**src/rtl/evt_regif_pkg.sv**
```systemverilog
package evt_regif_pkg;

    typedef enum logic [2:0] {
        SEL_NONE,
        SEL_CAP,
        SEL_CFG,
        SEL_ISR,
        SEL_CNT,
        SEL_TMR
    } reg_sel_t;

    localparam int unsigned OFF_CAP  = 'h000;
    localparam int unsigned OFF_CFG  = 'h010;
    localparam int unsigned OFF_ISR  = 'h020;
    localparam int unsigned OFF_CNT  = 'h0F0;
    localparam int unsigned TMR_BASE = 'h100;
    localparam int unsigned TMR_STEP = 'h20;

    localparam logic [63:0] TICK_HZ = 64'd1 << 24;
    localparam logic [63:0] FS_TICK = 64'd1000000000000000 / TICK_HZ;

    localparam int unsigned CFG_EN_BIT  = 0;
    localparam int unsigned CFG_LEG_BIT = 1;

    function automatic logic [63:0] caps_word(input int unsigned n);
        return {FS_TICK[31:0], 16'h8086, 3'b000, 5'(n - 1), 8'h01};
    endfunction

endpackage

```
**src/rtl/evt_regif_decode.sv**
```systemverilog
module evt_regif_decode
    import evt_regif_pkg::*;
#(
    parameter int unsigned N_TMR  = 8,
    parameter int unsigned ADDR_W = 10
) (
    input  logic [ADDR_W-1:0] addr,
    input  logic [3:0]        size,
    input  logic [63:0]       wdata,
    output logic              legal,
    output logic              hi,
    output reg_sel_t          sel,
    output logic [N_TMR-1:0]  tmr_hit,
    output logic [1:0]        reg_code,
    output logic [63:0]       mask,
    output logic [63:0]       data
);
    localparam int unsigned WORD_W = ADDR_W - 3;
    localparam int unsigned WIN_W  = ADDR_W - 5;

    logic [WORD_W-1:0] word;
    logic              size4, size8;

    assign word  = addr[ADDR_W-1:3];
    assign size4 = (size == 4'd4);
    assign size8 = (size == 4'd8);
    assign legal = (size4 && addr[1:0] == 2'b00) || (size8 && addr[2:0] == 3'b000);
    assign hi    = size4 && addr[2];
    assign reg_code = addr[4:3];

    always_comb begin
        if (size8) begin
            mask = '1;
            data = wdata;
        end else if (hi) begin
            mask = {32'hFFFF_FFFF, 32'h0};
            data = {wdata[31:0], 32'h0};
        end else begin
            mask = {32'h0, 32'hFFFF_FFFF};
            data = wdata;
        end
    end

    for (genvar i = 0; i < N_TMR; i++) begin : g_win
        localparam int unsigned WIN = (TMR_BASE + TMR_STEP * i) / TMR_STEP;
        assign tmr_hit[i] = (addr[ADDR_W-1:5] == WIN_W'(WIN)) && (addr[4:3] != 2'b11);
    end

    always_comb begin
        sel = SEL_NONE;
        if (word == WORD_W'(OFF_CAP >> 3))      sel = SEL_CAP;
        else if (word == WORD_W'(OFF_CFG >> 3)) sel = SEL_CFG;
        else if (word == WORD_W'(OFF_ISR >> 3)) sel = SEL_ISR;
        else if (word == WORD_W'(OFF_CNT >> 3)) sel = SEL_CNT;
        else if (|tmr_hit)                      sel = SEL_TMR;
    end

endmodule

```
**src/rtl/evt_regif_counter.sv**
```systemverilog
module evt_regif_counter #(
    parameter int unsigned CNT_W = 32
) (
    input  logic             clk,
    input  logic             rst,
    input  logic             en,
    input  logic             tick,
    input  logic             load,
    input  logic [CNT_W-1:0] load_val,
    output logic [CNT_W-1:0] count
);
    always_ff @(posedge clk) begin
        if (rst)             count <= '0;
        else if (load)       count <= load_val;
        else if (en && tick) count <= count + 1'b1;
    end
endmodule

```
**src/rtl/evt_regif.sv**
```systemverilog
module evt_regif
    import evt_regif_pkg::*;
#(
    parameter int unsigned N_TMR  = 8,
    parameter int unsigned ADDR_W = 10
) (
    input  logic              clk,
    input  logic              rst,
    input  logic              tick,
    input  logic              req_valid,
    input  logic              req_write,
    input  logic [ADDR_W-1:0] req_addr,
    input  logic [3:0]        req_size,
    input  logic [63:0]       req_wdata,
    input  logic [N_TMR-1:0]  irq_set,
    input  logic [63:0]       tmr_rdata,
    output logic              rsp_valid,
    output logic [63:0]       rsp_rdata,
    output logic [31:0]       main_count,
    output logic              cnt_enabled,
    output logic              en_toggle,
    output logic [N_TMR-1:0]  isr_bits,
    output logic [N_TMR-1:0]  clr_req,
    output logic [N_TMR-1:0]  tmr_wr,
    output logic [N_TMR-1:0]  tmr_rd,
    output logic [1:0]        tmr_reg,
    output logic [63:0]       tmr_wdata,
    output logic [63:0]       tmr_wmask
);
    localparam logic [63:0] CAPS = caps_word(N_TMR);

    typedef enum logic {ST_IDLE, ST_RESP} rsp_state_t;

    logic              acc_legal, acc_hi;
    reg_sel_t          acc_sel;
    logic [N_TMR-1:0]  acc_hit;
    logic [1:0]        acc_code;
    logic [63:0]       acc_mask, acc_data;

    evt_regif_decode #(.N_TMR(N_TMR), .ADDR_W(ADDR_W)) u_dec (
        .addr(req_addr), .size(req_size), .wdata(req_wdata),
        .legal(acc_legal), .hi(acc_hi), .sel(acc_sel), .tmr_hit(acc_hit),
        .reg_code(acc_code), .mask(acc_mask), .data(acc_data)
    );

    logic wr_acc, rd_acc;
    assign wr_acc = req_valid && req_write && acc_legal;
    assign rd_acc = req_valid && !req_write;

    // configuration register
    logic [63:0] cfg_q, cfg_next;
    logic        en_tgl_q;
    always_comb begin
        cfg_next = (cfg_q & ~acc_mask) | (acc_data & acc_mask);
        cfg_next[CFG_LEG_BIT] = 1'b0;
    end
    always_ff @(posedge clk) begin
        if (rst) begin
            cfg_q    <= '0;
            en_tgl_q <= 1'b0;
        end else begin
            en_tgl_q <= 1'b0;
            if (wr_acc && acc_sel == SEL_CFG) begin
                cfg_q    <= cfg_next;
                en_tgl_q <= cfg_next[CFG_EN_BIT] != cfg_q[CFG_EN_BIT];
            end
        end
    end

    // main counter
    logic        cnt_load;
    logic [63:0] cnt_merge;
    assign cnt_load  = wr_acc && acc_sel == SEL_CNT;
    assign cnt_merge = ({32'h0, main_count} & ~acc_mask) | (acc_data & acc_mask);

    evt_regif_counter #(.CNT_W(32)) u_cnt (
        .clk(clk), .rst(rst), .en(cfg_q[CFG_EN_BIT]), .tick(tick),
        .load(cnt_load), .load_val(cnt_merge[31:0]), .count(main_count)
    );

    // interrupt status, write one to clear
    logic [N_TMR-1:0] isr_q, clr_now, clr_q;
    assign clr_now = (wr_acc && acc_sel == SEL_ISR) ?
                     (isr_q & acc_data[N_TMR-1:0] & acc_mask[N_TMR-1:0]) : '0;
    always_ff @(posedge clk) begin
        if (rst) begin
            isr_q <= '0;
            clr_q <= '0;
        end else begin
            isr_q <= (isr_q & ~clr_now) | irq_set;
            clr_q <= clr_now;
        end
    end

    // read data merge
    logic [63:0] rd_full, rd_word, rdata_q;
    always_comb begin
        rd_full = '0;
        unique case (acc_sel)
            SEL_CAP:  rd_full = CAPS;
            SEL_CFG:  rd_full = cfg_q;
            SEL_ISR:  rd_full = 64'(isr_q);
            SEL_CNT:  rd_full = {32'h0, main_count};
            SEL_TMR:  rd_full = tmr_rdata;
            default:  rd_full = '0;
        endcase
        if (!acc_legal)  rd_word = '0;
        else if (acc_hi) rd_word = rd_full >> 32;
        else             rd_word = rd_full;
    end

    // response state machine: state register
    rsp_state_t st_q, st_d;
    always_comb begin
        st_d = st_q;
        unique case (st_q)
            ST_IDLE: if (rd_acc)  st_d = ST_RESP;
            ST_RESP: if (!rd_acc) st_d = ST_IDLE;
            default: st_d = ST_IDLE;
        endcase
    end
    always_ff @(posedge clk) begin
        if (rst) begin
            st_q    <= ST_IDLE;
            rdata_q <= '0;
        end else begin
            st_q <= st_d;
            if (rd_acc) rdata_q <= rd_word;
        end
    end

    // outputs
    always_comb begin
        rsp_valid   = (st_q == ST_RESP);
        rsp_rdata   = rdata_q;
        cnt_enabled = cfg_q[CFG_EN_BIT];
        en_toggle   = en_tgl_q;
        isr_bits    = isr_q;
        clr_req     = clr_q;
        tmr_wr      = (wr_acc && acc_sel == SEL_TMR) ? acc_hit : '0;
        tmr_rd      = (rd_acc && acc_legal && acc_sel == SEL_TMR) ? acc_hit : '0;
        tmr_reg     = acc_code;
        tmr_wdata   = acc_data;
        tmr_wmask   = acc_mask;
    end

endmodule

```
**config.mk**
```make
export PLATFORM = sky130hd
export DESIGN_NAME = evt_regif
export DESIGN_NICKNAME = d
export VERILOG_FILES = /design/src/rtl/evt_regif_pkg.sv /design/src/rtl/evt_regif_decode.sv /design/src/rtl/evt_regif_counter.sv /design/src/rtl/evt_regif.sv
export SDC_FILE = /design/constraint.sdc
export NUM_CORES = 1
export LEC_CHECK = 0
export ABC_AREA = 1
export CAP_MARGIN = 20
export CORE_AREA = 2 2 161 163
export CTS_CLUSTER_SIZE = 40
export DETAILED_ROUTE_END_ITERATION = 10
export DIE_AREA = 0 0 163 165
export PLACE_DENSITY = 0.8
export RECOVER_POWER = 100
export SKIP_LAST_GASP = 1
export SLEW_MARGIN = 15
export SYNTH_ARGS = -nofsm -noshare
export SYNTH_HDL_FRONTEND = slang
export SYNTH_HIERARCHICAL = 1
export SYNTH_SLANG_ARGS = --single-unit
```
**constraint.sdc**
```tcl
create_clock -name clk -period 3.1 [get_ports clk]
set_input_delay 0.465 -clock clk [delete_from_list [all_inputs] [get_ports clk]]
set_output_delay 0.465 -clock clk [all_outputs]
set_load 0.05 [all_outputs]
```
==> results of run 1 <==
## synth_stat cells
cell type | instances | area, sq um
o21ai_0 | 61 | 305
inv_2 | 5 | 18.8
ha_1 | 1 | 12.5
buf_1 | 3 | 11.3
clkinv_1 | 1 | 3.75
a21oi_1 | 149 | 746
nand2_4 | 1 | 11.3
buf_4 | 69 | 518
nand4_1 | 66 | 413
dfxtp_1 | 177 | 3540
a21oi_2 | 1 | 8.76
o21bai_1 | 2 | 15.0
nor2_4 | 14 | 158
xnor2_1 | 4 | 35.0
o211ai_1 | 11 | 82.6
inv_4 | 1 | 6.26
and2_1 | 1 | 6.26
buf_2 | 40 | 200
buf_6 | 7 | 78.8
xor2_1 | 7 | 61.3
o21a_1 | 1 | 7.51
a311oi_1 | 1 | 8.76
a22o_1 | 6 | 52.6
clkbuf_1 | 39 | 146
nor2_2 | 8 | 50.1
a31oi_1 | 11 | 68.8
or3_1 | 2 | 12.5
o21ai_1 | 3 | 15.0
nand3_1 | 151 | 756
nand2_2 | 7 | 43.8
nand2_1 | 642 | 2410
nand3_2 | 2 | 20.0
nor2_1 | 125 | 469
inv_1 | 142 | 533
mux2_2 | 25 | 282
nor3_1 | 4 | 20.0
## path summary, 6_finish.rpt
path	endpoint	startpoint	cells after the start
worst max-delay path	tmr_wr[0]	req_size[0]	10
worst min-delay path	clr_req[1]$_SDFF_PP0_	rst	2
worst max register to register	u_cnt/count[14]$_SDFFE_PP0P_	u_cnt/count[0]$_SDFFE_PP0P_	8
worst min register to register	flip-flop	flip-flop	2
## logic make-up (layout without fill, tap and decap cells)
family	count (synthesis)	after routing	synth area share
other cells	0	2	0
flops	177	177	0.318
fa+ha+maj	1	1	0.00112
mux	25	25	0.0253
buf+inv	307	671	0.136
xor+xnor	11	11	0.00866
compound gates	246	246	0.118
simple gates	1023	1023	0.393
## worst max-delay path, delay by kind of cell
family / cells / cell delay [ns]
AOI/OAI and AO/OA: 1 / 0.25
buffers and inverters: 4 / 1.07
and+or+nand+nor: 5 / 0.75
## power by group
group | leakage (nW) | total, W | switching [W] | internal [W]
Combinational | 5.21 | 0.00119 | 0.000728 | 0.000466
Sequential | 1.43 | 0.00229 | 0.00000936 | 0.00228
Clock | 0.286 | 0.00218 | 0.00109 | 0.00108
Total | 6.92 | 0.00566 | 0.00183 | 0.00383
## layout make-up
| cell class | instances | area, sq um | area share |
|---|---|---|---|
| Sequential cell | 177 | 3540 | 0.212 |
| Clock buffer | 17 | 425 | 0.0254 |
| Clock inverter | 15 | 161 | 0.00964 |
| Inverter | 149 | 562 | 0.0335 |
| Tap cell | 330 | 413 | 0.0247 |
| Timing Repair Buffer | 490 | 5490 | 0.328 |
| Multi-Input combinational cell | 1306 | 6150 | 0.367 |
| Antenna cell | 2 | 5.00 | 0.000299 |
## metal layers
| layer | vias up | part of all wire | GRT usage | wire (um) |
|---|---|---|---|---|
| li1 | 6430 | - | - | - |
| met1 | 6380 | 0.39 | 0.462 | 19300 |
| met2 | 844 | 0.47 | 0.603 | 23600 |
| met3 | 117 | 0.095 | 0.0648 | 4740 |
| met4 | 2 | 0.044 | 0.143 | 2200 |
| met5 | - | 0.00026 | 0 | 13 |
## through the flow
| stage | util | cells | setup TNS, ns | total power (W) | setup slack [ns] |
|---|---|---|---|---|---|
| after global placement | 0.643 | 2452 | -1.54 | 0.00352 | -0.104 |
| after detailed placement | 0.643 | 2452 | -3.38 | 0.00352 | -0.201 |
| after global routing | 0.669 | 2485 | -0.516 | 0.00581 | -0.0536 |
| after CTS | 0.667 | 2484 | 0 | 0.00565 | 0.0410 |
| final | 0.669 | 2486 | 0 | 0.00566 | 0.0727 |
| after floorplan | - | 1790 | 0 | 0.00294 | 0.195 |
## what timing repair did
action,CTS,global route
endpoints found under the setup margin,16,16
pin swaps,0,0
hold buffers,0,0
resized for setup,4,21
==> impl_metrics.env, run 1 <==
export IMPL_status="complete, no violations"
export IMPL_post_cts_setup_buffers=0
export IMPL_yosysWarnings=6
export IMPL_min_path_type="primary input to flip-flop"
export IMPL_dr_first_iter_drc_count=1638
export IMPL_post_drt_wl_per_cell_um=20.1
export IMPL_port_buffers=415
export IMPL_dpl_cell_area_sq_um=16100
export IMPL_drtPass1Iterations=7
export IMPL_overflow=0
export IMPL_grt_total_usage=0.361
export IMPL_antenna_found_initial=4
export IMPL_ant_nets=0
export IMPL_clkTransAtPathRegs_ns=0.08
export IMPL_crit_type="primary input to output port"
export IMPL_syn_area_per_cell_sq_um=6.22
export IMPL_fin_crit_ns=3.03
export IMPL_num_rows=58
export IMPL_max_stage_delay_ns=0.61
export IMPL_p_leak_nw=6.92
export IMPL_num_vias=13800
export IMPL_slew_violations=0
export IMPL_maxCapViolations=0
export IMPL_grt_pass1_wl_mm=74.0
export IMPL_cts_inserted_buffers=17
export IMPL_hpwlAfterDp_mm=38.9
export IMPL_cp_end_kind="output port"
export IMPL_relSlewSlack=0.573
export IMPL_pin_count=416
export IMPL_nNetsFinal=2297
export IMPL_drive_above_1_share=0.157
export IMPL_crit_path_cell_trace="dlygate4sd3_1 > nor2_4 > nand3_1 > o21ai_2 > buf_4 > nand3_2 > inv_1 > nand2_2 > nor2_2 > buf_12"
export IMPL_viasPerCell=5.54
export IMPL_core_area_sq_um=25000
export IMPL_nFillCells=2214
export IMPL_syn_nets=1946
export IMPL_arrival_ns=2.56
export IMPL_cts_buffer_depth=2
export IMPL_worstPathMaxFanout=8
export IMPL_syn2layout_area_growth_pct=50.5
export IMPL_ys_types=36
export IMPL_final_area_sq_um=16700
export IMPL_worst_pin_slew_ns=0.638
export IMPL_drc=0
export IMPL_grt_pass1_vias=12600
export IMPL_clock_latency_ns=0.44
export IMPL_slowest_stage="dlygate4sd3_1"
export IMPL_cts_tree="done"
export IMPL_layout_commonest_cell="nand2_1"
export IMPL_skew_ns=0.0129
export IMPL_finalSetupViolCount=0
export IMPL_wirelength_mm=49.9
export IMPL_fmax_mhz=330
export IMPL_critPathRequiredTime_ns=2.63
export IMPL_place_gp_congestion=1.01
export IMPL_h_tree_depth=4
export IMPL_syn_area_sq_um=11100
export IMPL_cellPowerDensity_nw_per_um2=338
export IMPL_start_util=0.445
export IMPL_die_area_sq_um=26900
export IMPL_holdWs_ns=0.428
export IMPL_ys_seq_elements=177
export IMPL_period_share=0.977
export IMPL_synthCells=1790
export IMPL_ys_seq_area_frac=0.318
export IMPL_die_w_um=163
export IMPL_die_y_um=165
export IMPL_layout_common_cells="nand2_1 (640), dfxtp_1 (177), clkdlybuf4s50_1 (163)"
export IMPL_grt_max_degree=56
export IMPL_hold_viol_final=0
export IMPL_r2r_slack_ns=1.21
export IMPL_cts_sinks=177
export IMPL_peakVddDrop_mv=0.309
export IMPL_root_buffer="clkbuf_16"
export IMPL_worst_setup_path_start_kind="primary input"
export IMPL_grt_setup_unrepaired="true"
Power figures use the tool's default switching activity.
==> inputs of run 2 (changes only) <==
CORE_AREA = 2 2 163 165   (was 2 2 161 163)
DIE_AREA = 0 0 165 167   (was 0 0 163 165)
PLACE_DENSITY = 0.78   (was 0.8)
clock period = 3.5 ns   (was 3.1 ns; I/O delays follow)
==> impl_metrics.env, run 2 (synthesis gave the netlist of run 1 again) <==
export IMPL_status="complete, no violations"
export IMPL_finalSetupViolCount=0
export IMPL_core_area_sq_um=25800
export IMPL_dp_cells=2423
export IMPL_drc=0
export IMPL_layout_common_cells="nand2_1 (642), dfxtp_1 (177), nand3_1 (152), clkdlybuf4s50_1 (152), a21oi_1 (149)"
export IMPL_wl_met3_mm=4.96
export IMPL_wirelength_mm=49.1
export IMPL_drive_above_1_share=0.104
export IMPL_setup_tns_final_ns=0
export IMPL_post_cts_resized=0
export IMPL_maxCapViolations=0
export IMPL_hpwlAfterDp_mm=37.0
export IMPL_nNetsFinal=2263
export IMPL_p_leak_nw=6.41
export IMPL_grt_max_degree=118
export IMPL_worst_pin_slew_ns=0.826
export IMPL_hold_viol_final=0
export IMPL_worstPathMaxFanout=41
export IMPL_post_drt_wl_per_cell_um=20.0
export IMPL_num_rows=59
export IMPL_ctsHoldBuffers=0
export IMPL_cp_end_kind="output port"
export IMPL_place_gp_congestion=0.969
export IMPL_grt_pass1_wl_mm=72.6
export IMPL_cts_tree="done"
export IMPL_critPathRequiredTime_ns=2.97
export IMPL_cts_buffer_depth=2
export IMPL_grt_total_usage=0.344
export IMPL_pin_count=416
export IMPL_fmax_mhz=295
export IMPL_top_layer_used="met4"
export IMPL_layout_commonest_cell="nand2_1"
export IMPL_grt_setup_unrepaired="false"
export IMPL_relSlewSlack=0.447
export IMPL_die_area_sq_um=27600
export IMPL_die_y_um=167
export IMPL_post_cts_setup_buffers=0
export IMPL_min_path_type="flip-flop to flip-flop"
export IMPL_clkTransAtPathRegs_ns=0.07
export IMPL_cts_inserted_buffers=17
export IMPL_start_util=0.432
export IMPL_h_tree_depth=4
export IMPL_peakVddDrop_mv=0.286
export IMPL_period_share=0.967
export IMPL_overflow=0
export IMPL_cts_sinks=177
export IMPL_root_buffer="clkbuf_16"
export IMPL_drtPass1Iterations=6
export IMPL_wl_met2_mm=22.3
export IMPL_num_vias=13500
export IMPL_viasPerCell=5.51
export IMPL_ant_nets=0
export IMPL_wl_met1_mm=20.6
export IMPL_layout_cells_non_filler=2458
export IMPL_crit_type="primary input to output port"
export IMPL_slew_violations=0
export IMPL_port_buffers=415
export IMPL_syn2layout_area_growth_pct=38.4
export IMPL_die_w_um=165
export IMPL_arrival_ns=2.86
export IMPL_grt_pass1_vias=12100
export IMPL_cellPowerDensity_nw_per_um2=317
export IMPL_antenna_found_initial=3
export IMPL_worst_setup_path_start_kind="primary input"
export IMPL_skew_ns=0.0127
export IMPL_clock_latency_ns=0.45
export IMPL_fin_crit_ns=3.39
export IMPL_dr_first_iter_drc_count=1943
[run 2: critical path, stage by stage]
cell and delay, ns:
dlygate4sd3_1 0.57, buf_4 0.36, nand3_4 0.32, nand2_1 0.20
buf_6 0.52, buf_6 0.25
[run 2: final timing paths]
check,startpoint,endpoint,slack (ns),cells past startpoint
max reg2reg,u_cnt/count[1]$_SDFFE_PP0P_,u_cnt/count[22]$_SDFFE_PP0P_,1.67,9
min,flip-flop,flip-flop,0.45,2
min reg2reg,flip-flop,flip-flop,0.45,2
max,req_addr[2],tmr_wmask[51],0.11,6
[run 2: routing by layer]
| metal | track usage | vias to the layer above |
|---|---|---|
| li1 | - | 6369 |
| met1 | 0.496 | 6239 |
| met2 | 0.530 | 849 |
| met3 | 0.0531 | 84 |
| met4 | 0.0964 | 0 |
| met5 | 0 | - |
[run 2: per-stage QoR]
| stage | hold WS (ns) | util | total power (W) | cell area (sq um) | setup slack, ns |
|---|---|---|---|---|---|
| after global routing | 0.481 | 0.598 | 0.00500 | 15400 | 0.0376 |
| after global placement | 0.436 | 0.597 | 0.00306 | 15400 | 0.206 |
| after CTS | 0.453 | 0.620 | 0.00492 | 16000 | 0.295 |
| final | 0.454 | 0.598 | 0.00488 | 15400 | 0.114 |
| after detailed placement | 0.443 | 0.598 | 0.00306 | 15400 | 0.241 |
| after floorplan | 0.424 | - | 0.00260 | 11100 | 0.475 |
[run 2: area by class of cell]
class                      count  area, sq um
clock buffer                  18          429
inverter                     149          562
multi-input combinational   1306         6050
tap                          335          419
timing repair buffer         456         4250
clock inverter                14          143
fill                        2551        10400
antenna                        3         7.51
sequential                   177         3540
[run 2: power breakdown]
part | switching [W] | leakage, nW | internal [W] | total, W
Sequential | 0.00000812 | 1.43 | 0.00202 | 0.00203
Combinational | 0.000628 | 4.70 | 0.000324 | 0.000952
Clock | 0.000952 | 0.279 | 0.000950 | 0.00190
Total | 0.00159 | 6.41 | 0.00329 | 0.00488
